--- src/rtl/jtag_tap_pkg.sv ---
// Shared types for the gated test access port: the sixteen controller
// states and their next-state function. The encodings follow the
// common scan-controller assignment; nothing outside this block decodes them.
package jtag_tap_pkg;

    typedef enum logic [3:0] {
        TAP_EX2_DR  = 4'h0,
        TAP_EX1_DR  = 4'h1,
        TAP_SH_DR   = 4'h2,
        TAP_PA_DR   = 4'h3,
        TAP_SEL_IR  = 4'h4,
        TAP_UPD_DR  = 4'h5,
        TAP_CAP_DR  = 4'h6,
        TAP_SEL_DR  = 4'h7,
        TAP_EX2_IR  = 4'h8,
        TAP_EX1_IR  = 4'h9,
        TAP_SH_IR   = 4'hA,
        TAP_PA_IR   = 4'hB,
        TAP_IDLE    = 4'hC,
        TAP_UPD_IR  = 4'hD,
        TAP_CAP_IR  = 4'hE,
        TAP_RESET   = 4'hF
    } tap_state_t;

    // Next state of the controller for a given mode-select value.
    function automatic tap_state_t tap_next(input tap_state_t s, input logic m);
        case (s)
            TAP_RESET:  return m ? TAP_RESET  : TAP_IDLE;
            TAP_IDLE:   return m ? TAP_SEL_DR : TAP_IDLE;
            TAP_SEL_DR: return m ? TAP_SEL_IR : TAP_CAP_DR;
            TAP_CAP_DR: return m ? TAP_EX1_DR : TAP_SH_DR;
            TAP_SH_DR:  return m ? TAP_EX1_DR : TAP_SH_DR;
            TAP_EX1_DR: return m ? TAP_UPD_DR : TAP_PA_DR;
            TAP_PA_DR:  return m ? TAP_EX2_DR : TAP_PA_DR;
            TAP_EX2_DR: return m ? TAP_UPD_DR : TAP_SH_DR;
            TAP_UPD_DR: return m ? TAP_SEL_DR : TAP_IDLE;
            TAP_SEL_IR: return m ? TAP_RESET  : TAP_CAP_IR;
            TAP_CAP_IR: return m ? TAP_EX1_IR : TAP_SH_IR;
            TAP_SH_IR:  return m ? TAP_EX1_IR : TAP_SH_IR;
            TAP_EX1_IR: return m ? TAP_UPD_IR : TAP_PA_IR;
            TAP_PA_IR:  return m ? TAP_EX2_IR : TAP_PA_IR;
            TAP_EX2_IR: return m ? TAP_UPD_IR : TAP_SH_IR;
            TAP_UPD_IR: return m ? TAP_SEL_DR : TAP_IDLE;
            default:    return TAP_RESET;
        endcase
    endfunction

endpackage

--- src/rtl/tap_fsm.sv ---
// Sixteen-state scan controller.
// Does: advances on the rising test-clock edge using the sampled mode select.
// Assumes: rst_n is asynchronous active-low; tap_en low freezes the state.
module tap_fsm
    import jtag_tap_pkg::*;
(
    input  logic       tck,
    input  logic       rst_n,
    input  logic       tap_en,
    input  logic       tms,
    output tap_state_t state
);

    tap_state_t state_q;
    tap_state_t state_d;

    // Next-state lookup for the current mode select.
    always_comb state_d = tap_next(state_q, tms);

    // State register: async reset, advances only while enabled.
    always_ff @(posedge tck or negedge rst_n) begin
        if (!rst_n)      state_q <= TAP_RESET;
        else if (tap_en) state_q <= state_d;
    end

    assign state = state_q;

    assert_hold_when_disabled_R3: assert property (
        @(posedge tck) disable iff (!rst_n)
        !tap_en |=> $stable(state_q));

    assert_reset_sticky_R2: assert property (
        @(posedge tck) disable iff (!rst_n)
        (tap_en && tms && state_q == TAP_RESET) |=> (state_q == TAP_RESET));

endmodule

--- src/rtl/tap_ir.sv ---
// Instruction register: a shift stage plus the decoded-instruction holder.
// Does: captures the fixed ...01 pattern, shifts LSB first, updates on Update-IR.
// Assumes: IR_W >= 2; RESET_OP is the instruction loaded in Test-Logic-Reset.
module tap_ir
    import jtag_tap_pkg::*;
#(
    parameter int              IR_W     = 4,
    parameter logic [IR_W-1:0] RESET_OP = '1
) (
    input  logic            tck,
    input  logic            rst_n,
    input  logic            tap_en,
    input  tap_state_t      state,
    input  logic            tdi,
    output logic [IR_W-1:0] ir_q,
    output logic            ir_out
);

    localparam logic [IR_W-1:0] CAP_PAT = {{(IR_W-1){1'b0}}, 1'b1};

    logic [IR_W-1:0] ir_sr;

    // Shift stage: capture the fixed pattern, then shift TDI in at the top.
    always_ff @(posedge tck or negedge rst_n) begin
        if (!rst_n) begin
            ir_sr <= CAP_PAT;
        end else if (tap_en) begin
            if (state == TAP_CAP_IR)     ir_sr <= CAP_PAT;
            else if (state == TAP_SH_IR) ir_sr <= {tdi, ir_sr[IR_W-1:1]};
        end
    end

    // Decoded instruction: reload on reset state, take new value on update.
    always_ff @(posedge tck or negedge rst_n) begin
        if (!rst_n) begin
            ir_q <= RESET_OP;
        end else if (tap_en) begin
            if (state == TAP_RESET)       ir_q <= RESET_OP;
            else if (state == TAP_UPD_IR) ir_q <= ir_sr;
        end
    end

    assign ir_out = ir_sr[0];

    assert_ir_changes_on_update_R5: assert property (
        @(posedge tck) disable iff (!rst_n)
        !(tap_en && (state == TAP_UPD_IR || state == TAP_RESET)) |=> $stable(ir_q));

    assert_capture_lsb_one_R4: assert property (
        @(posedge tck) disable iff (!rst_n)
        (tap_en && state == TAP_CAP_IR) |=> (ir_out == 1'b1));

endmodule

--- src/rtl/tap_dr.sv ---
// Data-register side: bypass stage, optional identification register and
// the strobes toward the external emulation register port.
// Does: picks the serial source for Shift-DR from the decoded instruction.
// Assumes: EMU_OP differs from the all-ones bypass code; unknown codes bypass.
module tap_dr
    import jtag_tap_pkg::*;
#(
    parameter int              IR_W       = 4,
    parameter logic [IR_W-1:0] IDCODE_OP  = 4'b0010,
    parameter logic [IR_W-1:0] EMU_OP     = 4'b0111,
    parameter bit              HAS_IDCODE = 1'b1,
    parameter int              ID_W       = 32,
    parameter logic [ID_W-1:0] ID_VALUE   = 32'h5E1C_702E
) (
    input  logic            tck,
    input  logic            rst_n,
    input  logic            tap_en,
    input  tap_state_t      state,
    input  logic            tdi,
    input  logic [IR_W-1:0] ir_q,
    input  logic            emu_tdo,
    output logic            dr_bit,
    output logic            emu_sel,
    output logic            emu_capture,
    output logic            emu_shift,
    output logic            emu_update
);

    logic byp_q;
    logic id_bit;
    logic id_sel;

    assign emu_sel = (ir_q == EMU_OP);

    generate
        if (HAS_IDCODE) begin : g_id
            localparam logic [ID_W-1:0] ID_CAP = {ID_VALUE[ID_W-1:1], 1'b1};
            logic [ID_W-1:0] id_sr;

            // Identification register: capture the value, shift LSB first.
            always_ff @(posedge tck or negedge rst_n) begin
                if (!rst_n) begin
                    id_sr <= ID_CAP;
                end else if (tap_en && id_sel) begin
                    if (state == TAP_CAP_DR)     id_sr <= ID_CAP;
                    else if (state == TAP_SH_DR) id_sr <= {tdi, id_sr[ID_W-1:1]};
                end
            end

            assign id_sel = (ir_q == IDCODE_OP);
            assign id_bit = id_sr[0];
        end else begin : g_no_id
            assign id_sel = 1'b0;
            assign id_bit = 1'b0;
        end
    endgenerate

    // Bypass stage: clear on capture, one-bit delay during shift.
    always_ff @(posedge tck or negedge rst_n) begin
        if (!rst_n) begin
            byp_q <= 1'b0;
        end else if (tap_en) begin
            if (state == TAP_CAP_DR)     byp_q <= 1'b0;
            else if (state == TAP_SH_DR) byp_q <= tdi;
        end
    end

    // Serial source select and emulation port strobes.
    always_comb begin
        dr_bit      = emu_sel ? emu_tdo : (id_sel ? id_bit : byp_q);
        emu_capture = tap_en && emu_sel && (state == TAP_CAP_DR);
        emu_shift   = tap_en && emu_sel && (state == TAP_SH_DR);
        emu_update  = tap_en && emu_sel && (state == TAP_UPD_DR);
    end

    assert_bypass_captures_zero_R7: assert property (
        @(posedge tck) disable iff (!rst_n)
        (tap_en && state == TAP_CAP_DR) |=> (byp_q == 1'b0));

endmodule

--- src/rtl/jtag_gated_tap.sv ---
// Top of the enable-gated test access port.
// Does: ties the controller, instruction register and data-register side
// together and launches TDO with its enable on the falling test-clock edge.
// Assumes: rst_n is asynchronous; tap_en is steady around rising tck edges.
module jtag_gated_tap
    import jtag_tap_pkg::*;
#(
    parameter int              IR_W       = 4,
    parameter logic [IR_W-1:0] IDCODE_OP  = 4'b0010,
    parameter logic [IR_W-1:0] EMU_OP     = 4'b0111,
    parameter bit              HAS_IDCODE = 1'b1,
    parameter logic [31:0]     ID_VALUE   = 32'h5E1C_702E
) (
    input  logic tck,
    input  logic rst_n,
    input  logic tap_en,
    input  logic tms,
    input  logic tdi,
    output logic tdo,
    output logic tdo_oe,
    output logic emu_tdi,
    input  logic emu_tdo,
    output logic emu_sel,
    output logic emu_capture,
    output logic emu_shift,
    output logic emu_update
);

    localparam logic [IR_W-1:0] BYPASS_OP = '1;
    localparam logic [IR_W-1:0] RESET_OP  = HAS_IDCODE ? IDCODE_OP : BYPASS_OP;

    tap_state_t      state;
    logic [IR_W-1:0] ir_q;
    logic            ir_out;
    logic            dr_bit;
    logic            tdo_q;
    logic            oe_q;
    logic            in_shift;

    tap_fsm u_fsm (
        .tck    (tck),
        .rst_n  (rst_n),
        .tap_en (tap_en),
        .tms    (tms),
        .state  (state)
    );

    tap_ir #(
        .IR_W     (IR_W),
        .RESET_OP (RESET_OP)
    ) u_ir (
        .tck    (tck),
        .rst_n  (rst_n),
        .tap_en (tap_en),
        .state  (state),
        .tdi    (tdi),
        .ir_q   (ir_q),
        .ir_out (ir_out)
    );

    tap_dr #(
        .IR_W       (IR_W),
        .IDCODE_OP  (IDCODE_OP),
        .EMU_OP     (EMU_OP),
        .HAS_IDCODE (HAS_IDCODE),
        .ID_W       (32),
        .ID_VALUE   (ID_VALUE)
    ) u_dr (
        .tck         (tck),
        .rst_n       (rst_n),
        .tap_en      (tap_en),
        .state       (state),
        .tdi         (tdi),
        .ir_q        (ir_q),
        .emu_tdo     (emu_tdo),
        .dr_bit      (dr_bit),
        .emu_sel     (emu_sel),
        .emu_capture (emu_capture),
        .emu_shift   (emu_shift),
        .emu_update  (emu_update)
    );

    assign in_shift = (state == TAP_SH_IR) || (state == TAP_SH_DR);

    // Output stage: launch the serial bit and its enable on the falling edge.
    always_ff @(negedge tck or negedge rst_n) begin
        if (!rst_n) begin
            tdo_q <= 1'b0;
            oe_q  <= 1'b0;
        end else begin
            tdo_q <= (state == TAP_SH_IR) ? ir_out : dr_bit;
            oe_q  <= in_shift;
        end
    end

    assign tdo     = oe_q & tdo_q;
    assign tdo_oe  = oe_q;
    assign emu_tdi = tdi;

    assert_oe_only_in_shift_R9: assert property (
        @(posedge tck) disable iff (!rst_n)
        tdo_oe |-> in_shift);

    assert_emu_return_path_R8: assert property (
        @(negedge tck) disable iff (!rst_n)
        emu_shift |=> (tdo == $past(emu_tdo)));

endmodule

--- config.mk ---
export PLATFORM = sky130hd
export DESIGN_NAME = jtag_gated_tap
export DESIGN_NICKNAME = d
export VERILOG_FILES = /design/src/rtl/jtag_tap_pkg.sv /design/src/rtl/tap_fsm.sv /design/src/rtl/tap_ir.sv /design/src/rtl/tap_dr.sv /design/src/rtl/jtag_gated_tap.sv
export SDC_FILE = /design/constraint.sdc
export NUM_CORES = 1
export LEC_CHECK = 0
export ABC_AREA = 1
export ABC_CLOCK_PERIOD_IN_PS = 2300
export CORE_MARGIN = 10
export CORE_UTILIZATION = 35
export CTS_BUF_LIST = sky130_fd_sc_hd__clkbuf_16
export DETAILED_ROUTE_END_ITERATION = 8
export GPL_TIMING_DRIVEN = 0
export PLACE_DENSITY_LB_ADDON = 0.25
export SLEW_MARGIN = 20
export SYNTH_ARGS = -nofsm -noshare
export SYNTH_HDL_FRONTEND = slang
export SYNTH_SLANG_ARGS = --single-unit
--- constraint.sdc ---
create_clock -name tck -period 2.3 [get_ports tck]
set_input_delay 0.46 -clock tck [delete_from_list [all_inputs] [get_ports tck]]
set_output_delay 0.46 -clock tck [all_outputs]
set_load 0.02 [all_outputs]
==> out/metrics.csv, run 1 <==
stage;metric;value;unit
status;status;complete, but fails checks;
status;violations;setup timing;
synthesis;synth_flop_cell;dfrtp_1;
grt;grt_usage;0.0939;
worst_setup_path;rrSetupSlack;0.01;ns
synthesis;synth_area;0.00216;mm²
synthesis;ys_seq_area_frac;0.557;
grt;grt_overflow;0;
synthesis;ys_async_sr_fraction;1.00;
floorplan;dieArea;0.00972;mm²
worst_setup_path;slowest_stage;dfrtn_1;
floorplan;ioPinCount;13;
synthesis;syn_nets;259;
synthesis;synth-edff-count;0;
synthesis;synth_area_leaders;dfstp_2, dfrtp_1, nand2_1;
synthesis;ys_types;23;
worst_setup_path;crit_type;reg -> out;
floorplan;rows;28;
synthesis;avgSynthCellArea;8.54;µm²
placed_design;placed_cell_area;0.00239;mm²
cells_and_area;fin_nets;283;
cts;insertion_delay;0.30;ns
cts;clkSinkCount;47;
detailed_routing;routedWlPerCell;12.0;µm
worst_setup_path;rr_worst_depth;7;
worst_setup_path;max_stage_delay;0.40;ns
cts;cts.path.max_buffers;2;
sta;grt_setup_unrepaired;yes;
cts;cts_made_buffers;5;
cts;clk_pin_slew_worst_paths;0.07;ns
cells_and_area;drive_gt1_frac;0.245;
cts;tritoncts;yes;
detailed_routing;drtPass1Iterations;4;
worst_setup_path;required;1.84;ns
grt;grt_max_degree;32;
worst_setup_path;reg2reg_from;u_ir.ir_q[1];
floorplan;dieWidth;98.6;µm
cts;hold_buffers;0;
floorplan;die_height;98.6;µm
power_and_ir_drop;p_per_area;962;mW/mm²
detailed_routing;drc;0;
sta;slew_headroom;0.737;
sta;fin_skew;0.0262;ns
synthesis;synth_area_leader_cell;dfstp_2;
grt;grt_pass1_wl;7.71;mm
grt;antenna_found_initial;0;
worst_setup_path;arrival;2.07;ns
synthesis;netlist.area_leader.share;0.268;
cells_and_area;syn_to_final_growth;19.5;%
grt;grt_pass1_vias;1606;
sta;tightest_slew;0.394;ns
sta;setup_ws;-0.227;ns
detailed_routing;ant_nets;0;
detailed_routing;vias;1635;
worst_setup_path;start_kind;flip-flop;
hold_path;hold_path_class;in -> async;
sta;finalMaxSlewViolations;0;
worst_setup_path;rr_endpoint;tdo_q;
floorplan;core;0.00596;mm²
detailed_routing;drt_iter0_markers;84;
job;drv_cap;0;
cells_and_area;final_area;0.00258;mm²
cells_and_area;antenna_cells;0;
placed_design;dp_hpwl;2.92;mm
cells_and_area;fin_util;0.434;
power_and_ir_drop;p_leak;1.31;nW
worst_setup_path;crit_path_max_fanout;2;
detailed_routing;via_per_inst;4.63;
worst_setup_path;critPathCaptureType;output pin;
sta;setup_violations;2;
placed_design;dp_worst_setup_slack;-0.401;ns
power_and_ir_drop;total_power;0.00248;W
synthesis;synthCells;253;
synthesis;yosysWarnings;0;
cells_and_area;n_fill_cell;608;
synthesis;synth_seq_cells;47;
placed_design;port_buffers;12;
placed_design;place_congestion;0.871;
worst_setup_path;path_cells;nand2_1 -> inv_2 -> buf_6;
floorplan;start_util;0.363;
detailed_routing;wl;4.23;mm
cts;root_buffer;clkbuf_16;
cts;h-tree-depth;2;
sta;hold_viol;0;
power_and_ir_drop;ir_worst_vdd;0.379;mV
[stage by stage]
step                TNS, ns  std cells  hold slack (ns)
floorplan                 0        253            0.164
global placement     -20.26        340            0.453
detailed placement    -1.78        341            0.411
CTS                  -0.429        350            0.107
global route         -0.555        353            0.120
finish               -0.408        353           0.0928
[registers in the layout (all words and copies together), names as in the netlist]
signal and flops:
u_dr.byp_q 1, u_dr.g_id.id_sr 32, tdo_oe 1, tdo_q 1, u_ir.ir_sr 4, u_fsm.state 4, u_ir.ir_q 4
[cell type report]
cell class	instances	area, µm²	share of cell area
Timing Repair Buffer	17	168	0.0649
Clock inverter	3	20.0	0.00775
Buffer	10	78.8	0.0305
Multi-Input combinational cell	171	797	0.309
Clock buffer	5	125	0.0484
Inverter	25	96.3	0.0373
Tap cell	75	93.8	0.0363
Sequential cell	47	1200	0.466
[cell families after synthesis]
logic type,count (synthesis),synth area share
AO/OA/AOI/OAI,34,0.0816
flip-flops,47,0.557
AND/OR/NAND/NOR,137,0.281
buffers and inverters,35,0.0799
[per-layer routing]
layer / wire length, µm / global-route usage
met1: 2160 / 0.127
met2: 1870 / 0.135
met3: 155 / 0.0342
met4: 44 / 0.0309
met5: 0 / 0
[worst max-delay path, delay by kind of cell (launching register included)]
family / cells / cell delay [ns]
and+or+nand+nor: 1 / 0.06
buffers and inverters: 2 / 0.15
DFF: 1 / 0.40
[power breakdown]
group,leakage [nW],switching (W),internal [W]
logic,0.679,0.000401,0.000236
clock network,0.0658,0.000310,0.000401
registers,0.568,0.0000958,0.00104
[cell usage in the layout, fill, tap and decap left out, drive strengths merged]
cell type,Yosys,final
dfrtp,23,23
dlymetal6s2s,0,2
dfstp,22,22
clkinvlp,0,2
nor3,2,2
o22ai,3,3
nand3,30,30
o21a,1,1
clkbuf,0,5
o21ai,26,26
clkinv,0,1
clkdlybuf4s50,0,4
nor2,16,16
buf,10,18
a21oi,4,4
and3,1,1
clkdlybuf4s15,0,2
nand4,1,1
nand2,87,87
dfrtn,2,2
dlygate4sd2,0,1
inv,25,25
[how the worst max path moves through the flow]
| stage | startpoint | to | slack [ns] | cells after the start |
|---|---|---|---|---|
| 2_1_floorplan | u_fsm.state[3] | tdo_q | 0.009 | 7 |
| 3_3_place_gp | rst_n | tdo_oe | -1.62 | 1 |
| 3_5_place_dp | tdo_oe | tdo | -0.40 | 3 |
| 4_1_cts | tdo_oe | tdo | -0.24 | 3 |
| 5_1_grt | tdo_oe | tdo | -0.26 | 3 |
| 6_report | tdo_oe | tdo | -0.23 | 3 |
[synthesized netlist by cell type (4+ instances only)]
library cell and count:
nand2_1 85, nand3_1 29, a21oi_1 4, inv_2 6, o21ai_1 15, inv_1 19
nor2_1 14, dfstp_2 22, o21ai_0 11, dfrtp_1 23, buf_4 4
[timing repair]
action / CTS / global route
pin swaps: 1 / 3
endpoints found under the setup margin: 7 / 7
gates resized for setup: 19 / 5
buffers inserted: 1 / 3
(Power assumes the default switching activity.)
==> inputs of run 2 (changes only) <==
--- a/config.mk
+++ b/config.mk
@@ -8,7 +8,7 @@
 export ABC_AREA = 1
 export ABC_CLOCK_PERIOD_IN_PS = 2300
 export CORE_MARGIN = 10
-export CORE_UTILIZATION = 35
+export CORE_UTILIZATION = 25
 export CTS_BUF_LIST = sky130_fd_sc_hd__clkbuf_16
 export DETAILED_ROUTE_END_ITERATION = 8
 export GPL_TIMING_DRIVEN = 0
==> out/metrics.csv, run 2 (synthesis results as in run 1) <==
stage;metric;value;unit;change
placed_design;dp_cells;371;;+8.8%
sta;hold_viol;0;;unchanged
power_and_ir_drop;p_per_area;966;mW/mm²;+0.45%
sta;grt_setup_unrepaired;yes;;
cells_and_area;instances_no_fill;394;;+12%
detailed_routing;via_per_inst;4.44;;-4.0%
worst_setup_path;start_kind;flip-flop;;
placed_design;port_buffers;12;;unchanged
worst_setup_path;required;1.84;ns;about the same
detailed_routing;vias;1751;;+7.1%
floorplan;rows;33;;+18%
job;drv_cap;0;;unchanged
grt;use_met2;0.120;;-0.0153
grt;antenna_found_initial;0;;unchanged
status;violations;setup timing;;
placed_design;dp_hpwl;3.12;mm;+6.7%
detailed_routing;drt_iter0_markers;70;;-17%
worst_setup_path;path_cells;nand2_1 -> inv_2 -> buf_6;;
sta;tightest_slew;0.451;ns;+0.0568 ns
grt;grt_pass1_vias;1815;;+13%
grt;use_met3;0.0359;;+0.00170
cells_and_area;regMostFlops;u_dr.g_id.id_sr;;
detailed_routing;drc;0;;unchanged
cts;insertion_delay;0.31;ns;about the same
cells_and_area;fin_nets;294;;+3.9%
cells_and_area;antenna_cells;0;;unchanged
floorplan;dieArea;0.0128;mm²;+31%
cts;cts.path.max_buffers;2;;unchanged
cells_and_area;n_fill_cell;854;;+40%
grt;grt_overflow;0;;unchanged
cells_and_area;layout_commonest_cell;nand2_1;;
floorplan;die_height;113;µm;+15%
cts;tritoncts;yes;;
cts;clkSinkCount;47;;unchanged
grt;grt_usage;0.0807;;-0.0132
detailed_routing;ant_nets;0;;unchanged
cells_and_area;drive_gt1_frac;0.284;;+0.0391
power_and_ir_drop;total_power;0.00270;W;+8.8%
grt;grt.busiest_layer;met2;;
worst_setup_path;max_stage_delay;0.42;ns;+0.02 ns
hold_path;hold_path_class;in -> async;;
sta;setup_ws;-0.268;ns;-0.0402 ns
worst_setup_path;slowest_stage;dfrtn_1;;
sta;setup_violations;2;;unchanged
grt;grt_pass1_wl;8.45;mm;+9.5%
cells_and_area;fin_util;0.337;;-0.0967
detailed_routing;drtPass1Iterations;4;;unchanged
sta;finalMaxSlewViolations;0;;unchanged
cts;clk_pin_slew_worst_paths;0.07;ns;about the same
sta;tns;-0.529;ns;-0.121 ns
worst_setup_path;arrival;2.11;ns;+0.04 ns
grt;grt_max_degree;31;;-3.1%
grt;grt_use_met1;0.100;;-0.0266
cts;cts_made_buffers;5;;unchanged
floorplan;core;0.00830;mm²;+39%
power_and_ir_drop;p_leak;1.39;nW;+5.9%
worst_setup_path;crit_type;reg -> out;;
placed_design;place_congestion;0.739;;-15%
cts;root_buffer;clkbuf_16;;
floorplan;start_util;0.260;;-0.102
sta;slew_headroom;0.699;;-0.0379
cells_and_area;largest_reg_flops;32;;unchanged
detailed_routing;wl;4.89;mm;+16%
sta;fin_skew;0.0262;ns;+0.0000247 ns
status;status;complete, but fails checks;;
detailed_routing;routedWlPerCell;12.4;µm;+3.5%
floorplan;dieWidth;113;µm;+15%
cts;hold_buffers;0;;unchanged
floorplan;ioPinCount;13;;unchanged
worst_setup_path;crit_path_max_fanout;2;;unchanged
power_and_ir_drop;ir_worst_vdd;0.377;mV;-0.46%
worst_setup_path;critPathCaptureType;output pin;;
cells_and_area;layout_common_cells;nand2_1, nand3_1, dfrtp_1;;
cells_and_area;syn_to_final_growth;29.4;%;
cts;h-tree-depth;2;;unchanged
-- run 2: cell count changes in the layout (fill, tap and decap cells not counted), moves of 2 or more --
cell / before / now
dlygate4sd2_1: 1 / 3
dlymetal6s2s_1: 2 / 0
nand2_4: 0 / 2
buf_4: 8 / 14
nand2_1: 84 / 79
clkinvlp_4: 2 / 0
buf_6: 4 / 6
buf_8: 0 / 2
clkbuf_16: 5 / 7
nand2_2: 3 / 6
-- run 2: worst paths after layout --
path	from	endpoint	slack, ns	cells after the start
max reg2reg	u_fsm.state[3]	tdo_q	0	7
max in group asynchronous	rst_n	tdo_q	0.63	2
min reg2reg	u_dr.g_id.id_sr[3]	u_dr.g_id.id_sr[3]	0.47	2
max	tdo_oe	tdo	-0.27	3
min in group tck	u_dr.g_id.id_sr[3]	u_dr.g_id.id_sr[3]	0.47	2
min	rst_n	u_dr.g_id.id_sr[23]	0.11	1
-- run 2: report_power, final --
part	leakage [nW]	switching [W]	internal (W)	total, W
combinational	0.740	0.000435	0.000298	0.000732
sequential	0.568	0.0000969	0.00104	0.00114
clock	0.0818	0.000319	0.000513	0.000833
total	1.39	0.000851	0.00185	0.00270
-- run 2: routing by layer --
metal	share of wire	routed length (µm)
met4	0.019	93
met3	0.044	216
met2	0.45	2220
met1	0.48	2360
met5	0	0
-- run 2: area by class of cell --
| type | instances | area, µm² | share of cell area |
|---|---|---|---|
| repair buffers | 28 | 285 | 0.102 |
| clock buffers | 5 | 125 | 0.0447 |
| multi-input cells | 171 | 817 | 0.292 |
| inverters | 25 | 101 | 0.0362 |
| plain buffers | 10 | 90.1 | 0.0322 |
| well taps | 105 | 131 | 0.0470 |
| flip-flops and latches | 47 | 1200 | 0.430 |
| clock inverters | 3 | 42.5 | 0.0152 |
-- run 2: what timing repair did --
item                                    CTS  global route
endpoints found under the setup margin    7            36
gates cloned                              0             2
pin swaps                                 2             6
gates resized for setup                  23            16
buffers inserted                         10             5
-- run 2: per-stage QoR --
| stage | instance area [µm²] | setup slack (ns) | hold WS, ns |
|---|---|---|---|
| floorplan | 2160 | 0.00853 | 0.164 |
| global placement | 2410 | -1.67 | 0.455 |
| detailed placement | 2430 | -0.417 | 0.430 |
| CTS | 2680 | -0.270 | 0.121 |
| global route | 2800 | -0.310 | 0.137 |
| finish | 2800 | -0.268 | 0.112 |
-- run 2: critical path, delay by kind of cell (launching register included) --
| family | cells | cell delay (ns) |
|---|---|---|
| buffers and inverters | 2 | 0.16 |
| and+or+nand+nor | 1 | 0.07 |
| DFF | 1 | 0.42 |
==> inputs of run 3 (changes only) <==
--- a/config.mk
+++ b/config.mk
@@ -8,7 +8,7 @@
 export ABC_AREA = 1
 export ABC_CLOCK_PERIOD_IN_PS = 2300
 export CORE_MARGIN = 10
-export CORE_UTILIZATION = 25
+export CORE_UTILIZATION = 32
 export CTS_BUF_LIST = sky130_fd_sc_hd__clkbuf_16
 export DETAILED_ROUTE_END_ITERATION = 8
 export GPL_TIMING_DRIVEN = 0
==> out/metrics.csv, run 3 (synthesis results as in run 1) <==
stage;metric;value;unit;change
cts;tritoncts;yes;;
worst_setup_path;crit_path_max_fanout;2;;unchanged
sta;tns;-0.477;ns;+0.0523 ns
floorplan;dieArea;0.0104;mm²;-18%
cells_and_area;layout_commonest_cell;nand2_1;;
placed_design;dp_worst_setup_slack;-0.411;ns;+0.00588 ns
detailed_routing;drt_iter0_markers;68;;-2.9%
detailed_routing;via_per_inst;4.69;;+5.5%
cts;insertion_delay;0.30;ns;about the same
cells_and_area;regMostFlops;u_dr.g_id.id_sr;;
detailed_routing;ant_nets;0;;unchanged
cts;cts.path.max_buffers;2;;unchanged
placed_design;place_congestion;0.863;;+17%
power_and_ir_drop;total_power;0.00251;W;-7.3%
worst_setup_path;path_buf_inv;2;;unchanged
detailed_routing;wl;4.40;mm;-10%
power_and_ir_drop;ir_worst_vdd;0.521;mV;+38%
worst_setup_path;slowest_stage;dfrtn_1;;
worst_setup_path;crit_type;reg -> out;;
cts;h-tree-depth;2;;unchanged
cells_and_area;antenna_cells;0;;unchanged
sta;finalHoldWorstSlack;0.118;ns;+0.00558 ns
placed_design;port_buffers;12;;unchanged
grt;grt_max_degree;30;;-3.2%
status;status;complete, but fails checks;;
job;drv_cap;0;;unchanged
grt;grt_pass1_vias;1742;;-4.0%
placed_design;dp_hpwl;3.01;mm;-3.6%
sta;grt_setup_unrepaired;yes;;
grt;grt_pass1_wl;8.03;mm;-4.9%
cells_and_area;syn_to_final_growth;20.2;%;
cells_and_area;largest_reg_flops;32;;unchanged
floorplan;die_height;102;µm;-9.6%
sta;slew_headroom;0.701;;+0.00185
power_and_ir_drop;p_per_area;965;mW/mm²;-0.11%
sta;setup_violations;2;;unchanged
grt;grt_usage;0.0951;;+0.0144
power_and_ir_drop;p_leak;1.32;nW;-5.3%
worst_setup_path;max_stage_delay;0.41;ns;about the same
placed_design;placed_cell_area;0.00239;mm²;-1.4%
floorplan;dieWidth;102;µm;-9.6%
detailed_routing;drtPass1Iterations;4;;unchanged
sta;finalMaxSlewViolations;0;;unchanged
cts;root_buffer;clkbuf_16;;
sta;tightest_slew;0.448;ns;-0.00278 ns
worst_setup_path;critPathCaptureType;output pin;;
status;violations;setup timing;;
detailed_routing;routedWlPerCell;12.4;µm;-0.42%
cells_and_area;layout_common_cells;nand2_1, nand3_1, dfrtp_1;;
cells_and_area;drive_gt1_frac;0.240;;-0.0436
sta;hold_viol;0;;unchanged
worst_setup_path;path_cells;nand2_1 -> inv_2 -> buf_6;;
worst_setup_path;arrival;2.08;ns;-0.03 ns
detailed_routing;vias;1669;;-4.7%
grt;antenna_found_initial;0;;unchanged
floorplan;ioPinCount;13;;unchanged
cts;clkSinkCount;47;;unchanged
detailed_routing;drc;0;;unchanged
floorplan;core;0.00646;mm²;-22%
floorplan;rows;29;;-12%
worst_setup_path;worst_path_dominant_cell_family;flip-flops;;
cts;clk_pin_slew_worst_paths;0.06;ns;about the same
cts;cts_made_buffers;5;;unchanged
cells_and_area;fin_nets;284;;-3.4%
hold_path;hold_path_class;in -> async;;
sta;setup_ws;-0.242;ns;+0.0259 ns
sta;fin_skew;0.0272;ns;+0.000935 ns
floorplan;start_util;0.335;;+0.0742
cells_and_area;final_area;0.00260;mm²;-7.2%
worst_setup_path;required;1.84;ns;about the same
worst_setup_path;start_kind;flip-flop;;
grt;grt_overflow;0;;unchanged
## run 3: final timing paths
check / from / to / slack (ns) / depth (start not counted)
worst max register to register: u_fsm.state[1] / tdo_q / 0.04 / 7
min in group tck: u_dr.g_id.id_sr[3] / u_dr.g_id.id_sr[3] / 0.47 / 2
max in group asynchronous: rst_n / tdo_oe / 0.83 / 1
worst max-delay path: tdo_oe / tdo / -0.24 / 3
worst min register to register: u_dr.g_id.id_sr[3] / u_dr.g_id.id_sr[3] / 0.47 / 2
worst min-delay path: rst_n / u_dr.g_id.id_sr[4] / 0.12 / 1
## run 3: layout make-up
type,count,area [µm²]
plain buffers,10,78.8
flip-flops and latches,47,1200
fillers,678,3860
inverters,25,96.3
multi-input cells,171,802
clock inverters,3,16.3
repair buffers,18,178
well taps,77,96.3
clock buffers,5,125
## run 3: metrics by stage
stage	utilization	std cells
global route	0.402	356
finish	0.402	356
floorplan	-	253
global placement	0.368	342
detailed placement	0.371	343
CTS	0.396	353
## run 3: what timing repair did
item | 4_1_cts | 5_1_grt
gates cloned | 0 | 0
setup buffers | 2 | 3
gates resized for setup | 21 | 6
pin swaps | 2 | 2
setup endpoints to repair | 7 | 6
hold buffers | 0 | 0
## run 3: power breakdown
part           internal (W)  switching, W
sequential          0.00104      0.000101
clock              0.000397      0.000299
combinational      0.000252      0.000416
## run 3: routing by layer
metal / vias up / share of wire / GRT usage / wire (µm)
li1: 853 / - / - / -
met4: 0 / 0.013 / 0.0304 / 56
met5: - / 0 / 0 / 0
met2: 28 / 0.45 / 0.150 / 1990
met1: 784 / 0.49 / 0.121 / 2160
met3: 4 / 0.043 / 0.0304 / 189
## run 3: worst reg2reg max path: cells and delay by family (launching register included)
family | cells | cell delay [ns]
DFF | 1 | 0.59
and+or+nand+nor | 5 | 0.29
buffers and inverters | 2 | 0.11
